## src/rtl/spi_hold_pkg.sv

```systemverilog
package spi_hold_pkg;
  typedef enum logic [1:0] {
    HS_RUN   = 2'd0,
    HS_ENTER = 2'd1,  // pause requested, waiting for SCK low
    HS_HELD  = 2'd2,
    HS_LEAVE = 2'd3   // release requested, waiting for SCK low
  } hold_state_e;
endpackage

```

## src/rtl/spi_hold_sync.sv

```systemverilog
module spi_hold_sync #(
  parameter int unsigned N = 4,
  parameter int unsigned STAGES = 2,
  parameter logic [N-1:0] RST_VAL = '0
) (
  input  logic         clk_i,
  input  logic         rst_ni,
  input  logic [N-1:0] d_i,
  output logic [N-1:0] q_o
);
  for (genvar i = 0; i < N; i++) begin : g_bit
    logic [STAGES-1:0] chain_q;
    always_ff @(posedge clk_i or negedge rst_ni) begin
      if (!rst_ni) chain_q <= {STAGES{RST_VAL[i]}};
      else         chain_q <= {chain_q[STAGES-2:0], d_i[i]};
    end
    assign q_o[i] = chain_q[STAGES-1];
  end
endmodule

```

## src/rtl/spi_hold_fsm.sv

```systemverilog
module spi_hold_fsm
  import spi_hold_pkg::*;
(
  input  logic clk_i,
  input  logic rst_ni,
  input  logic cs_n_i,
  input  logic sck_i,
  input  logic hold_n_i,
  output logic hold_o,
  output logic qual_o
);
  hold_state_e state_q, state_d;

  always_comb begin
    state_d = state_q;
    if (cs_n_i) begin
      state_d = HS_RUN;
    end else begin
      unique case (state_q)
        HS_RUN:   if (!hold_n_i) state_d = sck_i ? HS_ENTER : HS_HELD;
        HS_ENTER: if (hold_n_i) state_d = HS_RUN;
                  else if (!sck_i) state_d = HS_HELD;
        HS_HELD:  if (hold_n_i) state_d = sck_i ? HS_LEAVE : HS_RUN;
        HS_LEAVE: if (!hold_n_i) state_d = HS_HELD;
                  else if (!sck_i) state_d = HS_RUN;
        default:  state_d = HS_RUN;
      endcase
    end
  end

  always_ff @(posedge clk_i or negedge rst_ni) begin
    if (!rst_ni) state_q <= HS_RUN;
    else         state_q <= state_d;
  end

  assign hold_o = (state_q == HS_HELD) || (state_q == HS_LEAVE);
  // edges seen in ENTER still count: the pause starts after that SCK fall
  assign qual_o = !cs_n_i && ((state_q == HS_RUN) || (state_q == HS_ENTER));

  a_r2_enter_on_low: assert property (@(posedge clk_i) disable iff (!rst_ni)
    (state_q == HS_RUN && !cs_n_i && !hold_n_i && !sck_i) |=> hold_o);
  a_r3_enter_waits: assert property (@(posedge clk_i) disable iff (!rst_ni)
    (state_q == HS_RUN && !cs_n_i && !hold_n_i && sck_i) |=> !hold_o);
  a_r5_exit_waits: assert property (@(posedge clk_i) disable iff (!rst_ni)
    (hold_o && !cs_n_i && hold_n_i && sck_i) |=> hold_o);
  a_r8_deselect_clears: assert property (@(posedge clk_i) disable iff (!rst_ni)
    cs_n_i |=> !hold_o);
endmodule

```

## src/rtl/spi_hold_shift.sv

```systemverilog
module spi_hold_shift #(
  parameter int unsigned WORD_W = 8,
  localparam int unsigned CNT_W = $clog2(WORD_W)
) (
  input  logic              clk_i,
  input  logic              rst_ni,
  input  logic              cs_n_i,
  input  logic              hold_i,
  input  logic              rise_i,
  input  logic              fall_i,
  input  logic              si_i,
  input  logic              so_data_i,
  output logic [CNT_W-1:0]  cnt_o,
  output logic [WORD_W-1:0] rx_byte_o,
  output logic              rx_valid_o,
  output logic              so_o
);
  localparam logic [CNT_W-1:0] LAST = CNT_W'(WORD_W - 1);

  logic [CNT_W-1:0]  cnt_q;
  logic [WORD_W-1:0] shift_q, rx_q;
  logic              valid_q, so_q;

  always_ff @(posedge clk_i or negedge rst_ni) begin
    if (!rst_ni) begin
      cnt_q <= '0; shift_q <= '0; rx_q <= '0; valid_q <= 1'b0; so_q <= 1'b0;
    end else if (cs_n_i) begin
      cnt_q <= '0; shift_q <= '0; valid_q <= 1'b0; so_q <= 1'b0;
    end else begin
      valid_q <= 1'b0;
      if (rise_i) begin
        shift_q <= {shift_q[WORD_W-2:0], si_i};
        if (cnt_q == LAST) begin
          cnt_q   <= '0;
          rx_q    <= {shift_q[WORD_W-2:0], si_i};
          valid_q <= 1'b1;
        end else begin
          cnt_q <= cnt_q + 1'b1;
        end
      end
      if (fall_i) so_q <= so_data_i;
    end
  end

  assign cnt_o      = cnt_q;
  assign rx_byte_o  = rx_q;
  assign rx_valid_o = valid_q;
  assign so_o       = so_q;

  a_r7_cnt_frozen: assert property (@(posedge clk_i) disable iff (!rst_ni)
    (hold_i && !cs_n_i) |=> $stable(cnt_q) && $stable(shift_q));
  a_r10_so_frozen: assert property (@(posedge clk_i) disable iff (!rst_ni)
    (hold_i && !cs_n_i) |=> $stable(so_q));
  a_r9_valid_at_wrap: assert property (@(posedge clk_i) disable iff (!rst_ni)
    valid_q |-> (cnt_q == '0));
endmodule

```

## src/rtl/spi_hold_ctrl.sv

```systemverilog
module spi_hold_ctrl #(
  parameter int unsigned WORD_W = 8,
  parameter int unsigned SYNC_STAGES = 2,
  localparam int unsigned CNT_W = $clog2(WORD_W)
) (
  input  logic              clk_i,
  input  logic              rst_ni,
  input  logic              cs_ni,
  input  logic              sck_i,
  input  logic              si_i,
  input  logic              hold_ni,
  input  logic              so_data_i,
  output logic              hold_o,
  output logic              so_o,
  output logic              so_oe_o,
  output logic              sck_rise_o,
  output logic              sck_fall_o,
  output logic [CNT_W-1:0]  bit_cnt_o,
  output logic [WORD_W-1:0] rx_byte_o,
  output logic              rx_valid_o
);
  logic [3:0] pins_raw, pins_syn;
  logic s_cs_n, s_hold_n, s_sck, s_si;
  logic sck_d_q, rise, fall, hold, qual;

  assign pins_raw = {cs_ni, hold_ni, sck_i, si_i};

  spi_hold_sync #(.N(4), .STAGES(SYNC_STAGES), .RST_VAL(4'b1100)) u_sync (
    .clk_i, .rst_ni, .d_i(pins_raw), .q_o(pins_syn)
  );
  assign {s_cs_n, s_hold_n, s_sck, s_si} = pins_syn;

  always_ff @(posedge clk_i or negedge rst_ni) begin
    if (!rst_ni) sck_d_q <= 1'b0;
    else         sck_d_q <= s_sck;
  end
  assign rise = s_sck & ~sck_d_q;
  assign fall = ~s_sck & sck_d_q;

  spi_hold_fsm u_fsm (
    .clk_i, .rst_ni, .cs_n_i(s_cs_n), .sck_i(s_sck), .hold_n_i(s_hold_n),
    .hold_o(hold), .qual_o(qual)
  );

  assign sck_rise_o = rise & qual;
  assign sck_fall_o = fall & qual;

  spi_hold_shift #(.WORD_W(WORD_W)) u_shift (
    .clk_i, .rst_ni, .cs_n_i(s_cs_n), .hold_i(hold),
    .rise_i(sck_rise_o), .fall_i(sck_fall_o), .si_i(s_si), .so_data_i,
    .cnt_o(bit_cnt_o), .rx_byte_o, .rx_valid_o, .so_o
  );

  assign hold_o  = hold;
  assign so_oe_o = ~s_cs_n & ~hold;

  a_r9_no_strobe_overlap: assert property (@(posedge clk_i) disable iff (!rst_ni)
    !(sck_rise_o && sck_fall_o));
  a_r7_no_strobe_in_hold: assert property (@(posedge clk_i) disable iff (!rst_ni)
    ($past(hold) && hold) |-> !sck_rise_o);
endmodule

```

## config.mk

```make
export PLATFORM = sky130hd
export DESIGN_NAME = spi_hold_ctrl
export DESIGN_NICKNAME = d
export VERILOG_FILES = /design/src/rtl/spi_hold_pkg.sv /design/src/rtl/spi_hold_sync.sv /design/src/rtl/spi_hold_fsm.sv /design/src/rtl/spi_hold_shift.sv /design/src/rtl/spi_hold_ctrl.sv
export SDC_FILE = /design/constraint.sdc
export NUM_CORES = 1
export LEC_CHECK = 0
export BUFFER_PORTS_ARGS = -buffer_cell sky130_fd_sc_hd__buf_4
export CELL_PAD_IN_SITES_DETAIL_PLACEMENT = 2
export CELL_PAD_IN_SITES_GLOBAL_PLACEMENT = 2
export CORE_ASPECT_RATIO = 0.5
export CORE_UTILIZATION = 37
export CTS_CLUSTER_SIZE = 24
export DETAILED_ROUTE_END_ITERATION = 16
export PLACE_DENSITY = 0.78
export SKIP_LAST_GASP = 1
export SYNTH_ARGS = -nofsm -noshare
export SYNTH_HDL_FRONTEND = slang
export SYNTH_SLANG_ARGS = --single-unit
export TNS_END_PERCENT = 20
```

## constraint.sdc

```tcl
create_clock -name clk_i -period 4.35 [get_ports clk_i]
set_input_delay 0.6525 -clock clk_i [delete_from_list [all_inputs] [get_ports clk_i]]
set_output_delay 0.6525 -clock clk_i [all_outputs]
set_load 0.005 [all_outputs]
```

Word level (Yosys, flattened, before mapping)
Index checks and enable logic that the tools add are counted.
{"block": "word_totals", "regBits": 31, "latch_bits": 0, "mem_bits_rw": 0, "mem_bits_ro": 0, "input_bits": 7, "out_inout_bits": 17, "mem_count": 0}
{"block": "op_classes", "add_sub_neg": 1, "multipliers": 0, "div_mod_pow": 0, "n_lt_le_gt_ge": 0, "n_eq_ne": 8, "shift": 0, "muxes": 20, "bitwise_logic": 9, "n_reduce_logical": 9}
{"op": "2-bit 2-to-1 mux", "n": 9}
{"op": "7-bit 2-to-1 mux", "n": 2}
{"op": "3-bit 2-to-1 mux", "n": 3}
{"op": "4-bit != test, second input constant", "n": 2}
{"op": "2-bit one-hot mux with 4 select lines", "n": 1}
{"op": "3-bit != test, second input constant", "n": 2}
{"op": "1-bit AND", "n": 5}
{"op": "1-bit 2-to-1 mux", "n": 5}
{"op": "2-bit == test, second input constant", "n": 2}
{"op": "1-bit NOT", "n": 4}
{"op": "4-bit AND reduction", "n": 1}
{"op": "2-bit nonzero test", "n": 2}
{"op": "3-bit by 1-bit adder with 3-bit output, second input constant", "n": 1}
{"op": "3-bit == test, second input constant", "n": 1}
{"op": "3-bit AND reduction", "n": 1}
{"op": "2-bit by 1-bit == test with 1-bit output, second input constant", "n": 1}
{"op": "2-bit logical NOT", "n": 1}
{"op": "1-bit logical OR", "n": 2}
{"op": "1-bit logical AND", "n": 1}
{"op": "1-bit logical NOT", "n": 1}

Depth between registers and ports, before layout
{"block": "depth", "ltp_word": 6, "ltp_mapped": 5, "mapped_depth_nobuf": 5}

Modules after synthesis
From an unflattened synthesis, not the netlist that was laid out.
{"block": "unflattened", "hier_cells": 79, "area_unflattened_um2": 1171.1}
{"module": "spi_hold_shift", "n_inst": 1, "cells_per_inst": 57, "area_each_um2": 838.3, "seq_area_each_um2": 500.5}
{"module": "spi_hold_sync", "n_inst": 1, "cells_per_inst": 12, "area_each_um2": 235.2, "seq_area_each_um2": 205.2}
{"module": "spi_hold_fsm", "n_inst": 1, "cells_per_inst": 6, "area_each_um2": 51.3, "seq_area_each_um2": 25.0}
{"module": "spi_hold_ctrl", "n_inst": 1, "cells_per_inst": 4, "area_each_um2": 46.3, "seq_area_each_um2": 25.0}

Worst setup path after synthesis
No wires, ideal clock.
{"block": "synth_path", "path_type": "reg2out", "start": "reg u_fsm.state_q[1]", "end": "out sck_rise_o", "t_arrival_ns": 0.983, "t_required_ns": 3.697, "slack_ns": 2.714, "path_stages_with_launch": 4, "path_buffers": 2, "cell_sequence": "dfrtp_1 -> clkbuf_2 -> nor4b_4 -> buf_2"}
{"block": "synth_via", "elab_chain_cells": 4, "elab_cells_between_ends": 5, "cone_classes": "eq/ne: 1; bitwise: 1; reduce/logical: 3"}
{"element": "start, declared", "line_no": "spi_hold_fsm.sv:12", "source": "hold_state_e state_q, state_d;"}
{"element": "start signal, assigned", "line_no": "spi_hold_fsm.sv:33", "source": "else state_q <= state_d;"}
{"element": "2-bit by 1-bit == test with 1-bit output / 2-bit logical NOT (equally long branches)", "line_no": "spi_hold_fsm.sv:38", "source": "assign qual_o = !cs_n_i && ((state_q == HS_RUN) || (state_q == HS_ENTER));"}
{"element": "1-bit logical OR *", "line_no": "spi_hold_fsm.sv:38"}
{"element": "1-bit logical AND *", "line_no": "spi_hold_fsm.sv:38"}
{"element": "1-bit AND *", "line_no": "spi_hold_ctrl.sv:45", "source": "assign sck_rise_o = rise & qual;"}
{"element": "end, declared", "line_no": "spi_hold_ctrl.sv:16", "source": "output logic sck_rise_o,"}
Mark *: on every way between the ends. The rest lies on a longest branch, timed or not.

Worst setup path after layout
{"block": "layout_path", "start": "reg u_sync.g_bit[3].chain_q[1]", "end": "out sck_rise_o"}
{"block": "layout_via", "elab_chain_cells": 3}
{"element": "start, declared", "line_no": "spi_hold_sync.sv:12", "source": "logic [STAGES-1:0] chain_q;"}
{"element": "start signal, assigned", "line_no": "spi_hold_sync.sv:14", "source": "if (!rst_ni) chain_q <= {STAGES{RST_VAL[i]}};"}
{"element": "start signal, assigned", "line_no": "spi_hold_sync.sv:15", "source": "else chain_q <= {chain_q[STAGES-2:0], d_i[i]};"}
{"element": "1-bit logical NOT", "line_no": "spi_hold_fsm.sv:38"}
{"element": "1-bit logical AND", "line_no": "spi_hold_fsm.sv:38"}
{"element": "1-bit AND", "line_no": "spi_hold_ctrl.sv:45"}
Every way passes these cells.

==> results.sh <==
export IMPL_tightestPinTransition_ns=0.9692
export IMPL_grt_usage=0.1924
export IMPL_cts_buffers=5
export IMPL_synth_avg_cell_area_um2=12.94
export IMPL_finalPower_mw=0.6105
export IMPL_status="finished clean"
export IMPL_placedCellCount=142
export IMPL_powerDensity_nw_per_um2=424.0
export IMPL_ant_nets=0
export IMPL_gp_congestion=0.7074
export IMPL_hold_buffers=0
export IMPL_ir_drop_mv=0.1925
export IMPL_die_h_um=41.01
export IMPL_fmax_mhz=395.0
export IMPL_pre_cts_ws_ns=2.137
export IMPL_final_common_cell="dfrtp_1"
export IMPL_post_drt_via_cell_ratio=4.907
export IMPL_cp_num_buf_inv=1
export IMPL_synthesis_area_um2=1126
export IMPL_cpMaxStageDelayCell="nor4b_4"
export IMPL_yosysTopAreaCell="dfrtp_1"
export IMPL_die_x_um=80.02
export IMPL_final_cell_mix="26 x dfrtp_1, 23 x buf_4, 10 x nand2b_1, 10 x nand2_1, 10 x o21ai_0"
export IMPL_drt_pass1_iter_count=4
export IMPL_power_share_combinational=0.041
export IMPL_finalSetupTns_ns=0
export IMPL_maxCapViolations=0
export IMPL_routed_wl_mm=2.612
export IMPL_ys_ff_latch=30
export IMPL_critPathArrivalTime_ns=1.88
export IMPL_seq_area_um2=755.7
export IMPL_cts_root_buf="clkbuf_8"
export IMPL_p_leak_nw=0.7081
export IMPL_switching_share=0.2032
export IMPL_syn_nets=96
export IMPL_overflow=0
export IMPL_hold_viol=0
export IMPL_crit_fanout=22
export IMPL_io_buffers=23
export IMPL_ys_types=18
export IMPL_internal_power_mw=0.4865
export IMPL_cp_start_kind="flip-flop"
export IMPL_cts_tree="built"
export IMPL_fin_nets=121
export IMPL_final_core_util=0.5270
export IMPL_hold_path_class="in -> async"
export IMPL_p_switching_mw=0.1241
export IMPL_grt_pass1_vias=798
export IMPL_relSlewSlack=0.3512
export IMPL_drive_gt1_frac=0.3894
export IMPL_design_area_um2=1440
export IMPL_io_pins=24
export IMPL_grt_start_max_net_pins=31
export IMPL_cts_sinks=30
export IMPL_clkTransAtPathRegs_ns=0.07
export IMPL_yosysSeqAreaShare=0.6711
export IMPL_power_frac_clock=0.475
export IMPL_period_minus_slack_ns=2.531
export IMPL_num_vias=736
export IMPL_grt_first_pass_wirelength_mm=4.181
export IMPL_place_hpwl_mm=1.723
export IMPL_worst_slack_ns=1.819
export IMPL_crit_chain="nor4b_4 > buf_4"
export IMPL_wl_per_cell_um=17.41
export IMPL_diodes=0
export IMPL_cts_buffer_depth=2
export IMPL_multiInputGateArea_um2=345.3
export IMPL_hold_slack_ns=0.2859
export IMPL_crit_family="simple AND/OR/NAND/NOR gates"
export IMPL_die_area_um2=3282
export IMPL_route_detailed_drc=0
export IMPL_fin_skew_ns=0.008115
export IMPL_nFillCells=263
export IMPL_path_class="reg -> out"
export IMPL_synth_yosys_warnings=0
export IMPL_cp_required_ns=3.70
export IMPL_slowest_delay_ns=0.89
export IMPL_post_cts_buffers=0
export IMPL_yosys_area_top_type_share=0.5778
export IMPL_insertion_delay_ns=0.28
export IMPL_seq_power_share=0.484
export IMPL_antenna_found_initial=0
export IMPL_setup_violations=0
export IMPL_dpl_cell_area_um2=1324
export IMPL_synthTopCellsByArea="dfrtp_1 58%, dfstp_2 9.3%, mux2_2 8.0%"
export IMPL_synthCells=87
export IMPL_cts_resized=0
export IMPL_grt_setup_unrepaired="false"
export IMPL_stdcell_count=150
export IMPL_dr_first_iter_drc_count=12
export IMPL_initial_core_util=0.4121
export IMPL_core_area_um2=2733
export IMPL_htree_levels=2
export IMPL_drv_slew=0
export IMPL_period_share=0.5819
export IMPL_cp_end_kind="output pin"
export IMPL_core_rowCount=13
export IMPL_areaGrowthSynthToFinish_pct=27.89
==> worst reg2reg max path: stages (launching register included) <==
cell     delay [ns]
dfstp_2        0.46
nor4b_4        0.90
nand2_2        0.36
mux2_2         0.37
==> cell families after synthesis <==
| group | after synthesis | synth area share |
|---|---|---|
| and+or+nand+nor | 29 | 0.1467 |
| AOI/OAI and AO/OA | 11 | 0.04889 |
| buffers and inverters | 6 | 0.02221 |
| muxes | 9 | 0.08889 |
| DFF | 30 | 0.6711 |
| adders and majority gates | 2 | 0.02222 |
==> Yosys cell counts <==
cell type and n:
clkbuf_1 3, nand2_1 10, a21oi_1 1, inv_1 1, ha_1 2, nand2_2 1, nor4b_1 1, dfrtp_1 26
nor3b_1 1, mux2_2 8, mux2i_1 1, nand2b_1 10, dfstp_2 4, nor4b_4 1, buf_2 1, o21ai_0 10
nor2_1 5, clkbuf_2 1
==> layer usage <==
layer / global-route usage / part of all wire / wire (um) / vias to the layer above
met4: 0.08036 / 0.0073 / 19 / 0
met1: 0.1983 / 0.41 / 1073 / 386
met2: 0.3825 / 0.54 / 1414 / 15
met5: 0 / 0 / 0 / -
met3: 0.06667 / 0.040 / 105 / 2
li1: - / - / - / 333
==> final timing paths <==
path | from | to | slack, ns | cells past startpoint
setup / recovery | u_sync.g_bit[3].chain_q[1] | sck_rise_o | 1.82 | 2
hold / removal | rst_ni | u_sync.g_bit[0].chain_q[1] | 0.29 | 1
setup reg to reg | u_sync.g_bit[3].chain_q[1] | u_shift.rx_byte_o[5] | 2.15 | 3
hold reg to reg | u_sync.g_bit[1].chain_q[0] | u_sync.g_bit[1].chain_q[1] | 0.35 | 0
max in group asynchronous | rst_ni | u_sync.g_bit[2].chain_q[0] | 3.74 | 1
min in group clk_i | u_sync.g_bit[1].chain_q[0] | u_sync.g_bit[1].chain_q[1] | 0.35 | 0
==> layout make-up <==
class,instances,area share
Timing Repair Buffer,23,0.1199
Multi-Input combinational cell,51,0.2398
Clock buffer,7,0.05995
Tap cell,37,0.03215
Clock inverter,1,0.02085
Inverter,1,0.002606
Sequential cell,30,0.5248
==> state kept, by name (all words and copies together) (netlist names) <==
name                  count
u_shift.cnt_o             3
u_shift.shift_q           7
u_sync.g_bit.chain_q      8
u_shift.rx_byte_o         8
u_shift.rx_valid_o        1
u_fsm.state_q             1
sck_d_q                   1
u_shift.so_o              1
==> power groups by stage <==
stage	registers [mW]	clock network [mW]	logic, mW
2_1_floorplan	0.297	0	0.0113
3_3_place_gp	0.299	0	0.0240
3_5_place_dp	0.300	0	0.0254
4_1_cts	0.296	0.300	0.0259
5_1_grt	0.297	0.306	0.0281
6_report	0.295	0.290	0.0249
No activity file was read; power rests on OpenSTA's default activity.
